--- config.mk ---
export PLATFORM = sky130hd
export DESIGN_NAME = paged_addr_ext
export DESIGN_NICKNAME = d
export VERILOG_FILES = /design/src/rtl/paged_addr_pkg.sv /design/src/rtl/page_regfile.sv /design/src/rtl/page_select.sv /design/src/rtl/paged_addr_ext.sv
export SDC_FILE = /design/constraint.sdc
export NUM_CORES = 1
export LEC_CHECK = 0
export ABC_AREA = 1
export BUFFER_PORTS_ARGS = -buffer_cell sky130_fd_sc_hd__buf_4
export CORE_MARGIN = 2
export CORE_UTILIZATION = 40
export DETAILED_ROUTE_END_ITERATION = 7
export GPL_ROUTABILITY_DRIVEN = 0
export PLACE_DENSITY = 0.74
export SYNTH_ARGS = -nofsm -noshare
export SYNTH_HDL_FRONTEND = slang
export SYNTH_SLANG_ARGS = --single-unit
--- constraint.sdc ---
create_clock -name clk_i -period 0.96 [get_ports clk_i]
set_input_delay 0.144 -clock clk_i [delete_from_list [all_inputs] [get_ports clk_i]]
set_output_delay 0.144 -clock clk_i [all_outputs]
set_load 0.01 [all_outputs]
--- src/rtl/paged_addr_pkg.sv ---
package paged_addr_pkg;
  localparam int unsigned LADDR_W = 8;
  localparam int unsigned PAGE_W  = 3;
  localparam int unsigned DATA_W  = 8;
  localparam int unsigned EN_BIT  = 7;
  localparam int unsigned PADDR_W = LADDR_W + PAGE_W;

  typedef enum logic [1:0] {
    ACC_ORD = 2'b00,
    ACC_STK = 2'b01,
    ACC_MVI = 2'b10,
    ACC_RSV = 2'b11
  } acc_class_e;

  typedef enum logic [1:0] {
    SEL_CUR = 2'b00,
    SEL_STK = 2'b01,
    SEL_MVI = 2'b10,
    SEL_CTL = 2'b11
  } reg_sel_e;
endpackage

--- src/rtl/page_regfile.sv ---
module page_regfile
  import paged_addr_pkg::*;
#(
  parameter int unsigned PW = PAGE_W,
  parameter int unsigned DW = DATA_W,
  parameter int unsigned EB = EN_BIT
) (
  input  logic          clk_i,
  input  logic          rst_ni,
  input  logic          we_i,
  input  logic [1:0]    sel_i,
  input  logic [DW-1:0] wdata_i,
  output logic [DW-1:0] rdata_o,
  output logic [PW-1:0] cur_pg_o,
  output logic [PW-1:0] stk_pg_o,
  output logic [PW-1:0] mvi_pg_o,
  output logic          pg_en_o
);
  localparam int unsigned NPTR = 3;

  logic [PW-1:0] ptr_q [NPTR];
  logic          en_q;

  // one storage slot per pointer select code
  for (genvar g = 0; g < NPTR; g++) begin : g_ptr
    always_ff @(posedge clk_i or negedge rst_ni) begin
      if (!rst_ni)                              ptr_q[g] <= '0;
      else if (we_i && (sel_i == 2'(g)))        ptr_q[g] <= wdata_i[PW-1:0];
    end
  end

  always_ff @(posedge clk_i or negedge rst_ni) begin
    if (!rst_ni)                                   en_q <= 1'b0;
    else if (we_i && (sel_i == 2'(SEL_CTL)))       en_q <= wdata_i[EB];
  end

  always_comb begin
    rdata_o = '0;
    unique case (sel_i)
      2'(SEL_CUR): rdata_o[PW-1:0] = ptr_q[0];
      2'(SEL_STK): rdata_o[PW-1:0] = ptr_q[1];
      2'(SEL_MVI): rdata_o[PW-1:0] = ptr_q[2];
      default:     rdata_o[EB]     = en_q;
    endcase
  end

  assign cur_pg_o = ptr_q[0];
  assign stk_pg_o = ptr_q[1];
  assign mvi_pg_o = ptr_q[2];
  assign pg_en_o  = en_q;
endmodule

--- src/rtl/page_select.sv ---
module page_select
  import paged_addr_pkg::*;
#(
  parameter int unsigned PW = PAGE_W,
  parameter int unsigned AW = LADDR_W
) (
  input  logic [1:0]    class_i,
  input  logic          pg_en_i,
  input  logic [PW-1:0] cur_pg_i,
  input  logic [PW-1:0] stk_pg_i,
  input  logic [PW-1:0] mvi_pg_i,
  input  logic [AW-1:0] laddr_i,
  output logic [PW+AW-1:0] paddr_o
);
  logic [PW-1:0] page;

  always_comb begin
    unique case (class_i)
      2'(ACC_STK): page = stk_pg_i;
      2'(ACC_MVI): page = mvi_pg_i;
      default:     page = pg_en_i ? cur_pg_i : '0;  // ordinary and reserved
    endcase
  end

  assign paddr_o = {page, laddr_i};
endmodule

--- src/rtl/paged_addr_ext.sv ---
module paged_addr_ext
  import paged_addr_pkg::*;
(
  input  logic               clk_i,
  input  logic               rst_ni,
  input  logic               reg_we_i,
  input  logic [1:0]         reg_sel_i,
  input  logic [DATA_W-1:0]  reg_wdata_i,
  output logic [DATA_W-1:0]  reg_rdata_o,
  input  logic [1:0]         acc_class_i,
  input  logic [LADDR_W-1:0] laddr_i,
  output logic [PADDR_W-1:0] paddr_o
);
  logic [PAGE_W-1:0] cur_pg, stk_pg, mvi_pg;
  logic              pg_en;

  page_regfile #(.PW(PAGE_W), .DW(DATA_W), .EB(EN_BIT)) u_regs (
    .clk_i    (clk_i),
    .rst_ni   (rst_ni),
    .we_i     (reg_we_i),
    .sel_i    (reg_sel_i),
    .wdata_i  (reg_wdata_i),
    .rdata_o  (reg_rdata_o),
    .cur_pg_o (cur_pg),
    .stk_pg_o (stk_pg),
    .mvi_pg_o (mvi_pg),
    .pg_en_o  (pg_en)
  );

  page_select #(.PW(PAGE_W), .AW(LADDR_W)) u_sel (
    .class_i  (acc_class_i),
    .pg_en_i  (pg_en),
    .cur_pg_i (cur_pg),
    .stk_pg_i (stk_pg),
    .mvi_pg_i (mvi_pg),
    .laddr_i  (laddr_i),
    .paddr_o  (paddr_o)
  );
endmodule

==> impl_metrics.yaml <==
sta:
  fin_crit_sh: 1.228
  hold_viol: 0
  slew_violations: 0
  rsz0062_at_grt: "true"
  min_period_ns: 1.179
  finalSetupViolations: 7
  max_freq_mhz: 848.4
  fin_ws_ns: -0.2187
  finClkSkew_ns: 0
  tns_ns: -1.308
power_and_ir_drop:
  finalPower_mw: 1.289
  p_switching_mw: 0.3980
  p_int_mw: 0.8910
  power_frac_comb: 0.273
  leakagePower_nw: 0.4840
  swShare: 0.3088
  p_clk_frac: 0.299
  power.density_nw_per_um2: 1484
  ir_drop_mv: 0.9241
  seqPwrFrac: 0.428
grt:
  grt_pass1_vias: 545
  grt_overflow: 0
  grt_max_degree: 15
  grt_pass1_wl_um: 2366
  antenna_found_initial: 0
  grt_usage: 0.1569
cts:
  cts_tree: "done"
  cts_root_buffer: "clkbuf_4"
  numCtsBuffers: 3
  clk_pin_slew_ns: 0.07
  clock-sinks: 10
  clock_latency_ns: 0.27
  clockBufferDepth: 2
  htreeDepth: 1
routing:
  ant_nets: 0
  viasPerCell: 4.796
  vias: 657
  detail_route.wl_per_cell_um: 11.04
  drc_errors: 0
  drt_wl_total_um: 1513
  drt_pass1_iterations: 4
  drtIter0Drc: 13
critical_path:
  r2r_end: "u_regs.mvi_pg_o[1]"
  cp_num_buf_inv: 1
  crit_fanout: 3
  reg2regPathDepth: 3
  slowest_delay_ns: 0.41
  path_common_cell: "nand2_1"
  cp.required_ns: 0.82
  startpoint: "u_regs.mvi_pg_o[1]"
  crit_chain: "nand2_1, nand2_1, nand2_1, nand2_1, buf_6"
  path_depth: 5
  cp_slowest_cell: "dfrtp_1"
  endpoint: "paddr_o[9]"
  crit_family: "flip-flops"
  cp-start-kind: "flop"
  path_class: "reg -> out"
  reg2reg_from: "u_regs.mvi_pg_o[1]"
  rrSetupSlack_ns: 0.20
  crit_path_end_kind: "output pin"
  arrival_ns: 1.03
yosys:
  yosysTopAreaCellShare: 0.3431
  syn-instance-count: 99
  synthArstFlopShare: 1.000
  synth_warnings: 0
  synth_most_common_cell: "nand2_1"
  synth_cell_types: 13
  synthFlopType: "dfrtp_1"
  synthTopCellsByCount: "nand2_1, nand3_1, buf_4, dfrtp_1, nand4_1"
  netlist_area_um2: 729.5
  synthTopCellsByArea: "dfrtp_1, nand2_1, buf_4"
  ys_seq_area_frac: 0.3431
  yosysTopAreaCell: "dfrtp_1"
  synth.avg_cell_area_um2: 7.368
  synth-edff-count: 0
  synth-seq-cells: 10
floorplanning:
  coreArea_um2: 1727
  die_w_um: 46.71
  ios: 42
  initial_utilization: 0.4225
  fp-row-count: 15
  dieArea_um2: 2181
  die_y_um: 46.71
layout:
  nNetsFinal: 138
  drive_above_1_share: 0.2679
  areaGrowthSynthToFinish_pct: 19.04
  fin_area_um2: 868.3
  num_antenna_cells: 0
outcome:
  status: "finished, violations left"
  violations: "setup timing"
flow_run:
  cap_viol_max_count: 0
placement:
  numPortBuffers: 17
  place_ws_ns: -0.1029
  place_area_um2: 783.3
  post-dp-hpwl_um: 1147
hold_path:
  hp-start: "reg_wdata_i[7]"
  hold_path_class: "in -> reg"
[cells in the final DEF (no fill, tap or decap), drive strengths merged]
| cell | n |
|---|---|
| clkbuf | 4 |
| nor2 | 1 |
| nand3 | 18 |
| nand2 | 39 |
| buf | 20 |
| dfrtp | 10 |
| inv | 5 |
| conb | 4 |
| and3 | 1 |
| dlygate4sd3 | 1 |
| nand4 | 7 |
| ha | 2 |
[power by group through the flow]
| stage | combinational [mW] | clock, mW | sequential [mW] |
|---|---|---|---|
| floorplan | 0.232 | 0 | 0.538 |
| global placement | 0.301 | 0 | 0.559 |
| detailed placement | 0.307 | 0 | 0.559 |
| CTS | 0.325 | 0.390 | 0.551 |
| global route | 0.396 | 0.410 | 0.559 |
| finish | 0.352 | 0.385 | 0.552 |
[metal layers]
layer / part of all wire / GRT usage / wire length [um]
met1: 0.48 / 0.2053 / 721
met2: 0.45 / 0.2500 / 679
met3: 0.056 / 0.02353 / 85
met4: 0.018 / 0.08333 / 27
met5: 0 / 0 / 0
[timing repair]
item	in CTS	in global routing
hold buffers	1	0
setup endpoints to repair	7	7
setup buffers	0	2
endpoints found under the hold margin	10	0
gates resized for setup	4	2
pin swaps	14	3
[worst min path at each step]
stage	endpoint	slack, ns	cells past startpoint
floorplan	u_regs.cur_pg_o[0]	-0.15	0
global placement	u_regs.mvi_pg_o[2]	-0.02	1
detailed placement	u_regs.mvi_pg_o[1]	-0.02	1
CTS	u_regs.pg_en_o	0.13	3
global route	u_regs.pg_en_o	0.15	3
finish	u_regs.pg_en_o	0.12	3
[final cells by class]
type	count	area, um2
fill	176	858.3
multi-input combinational	72	352.8
sequential	10	250.2
timing repair buffer	21	178.9
clock buffer	4	36.28
tap	25	31.28
inverter	5	18.77
[state kept, by name, summed over array words and instances, names as in the netlist]
signal / flops
u_regs.pg_en_o: 1
u_regs.mvi_pg_o: 3
u_regs.cur_pg_o: 3
u_regs.stk_pg_o: 3
[worst register-to-register path, delay by kind of cell, from the launching register on]
kind / cells / cell delay, ns
buf+inv: 1 / 0.14
simple gates: 2 / 0.09
flops: 1 / 0.41
[cell families after synthesis]
kind of cell  after synthesis  synth area share
fa+ha+maj                   2           0.03430
buf+inv                    20            0.1955
flops                      10            0.3431
other cells                 1          0.005141
simple gates               66            0.4220
[stage by stage]
step | util | hold WS, ns | cells
2_1_floorplan | - | -0.1516 | 102
3_3_place_gp | 0.4536 | -0.02161 | 130
3_5_place_dp | 0.4536 | -0.01966 | 130
4_1_cts | 0.4891 | 0.1261 | 135
6_report | 0.5029 | 0.1204 | 137
5_1_grt | 0.5029 | 0.1461 | 137
Note: power is estimated with default switching activity, not from simulation.
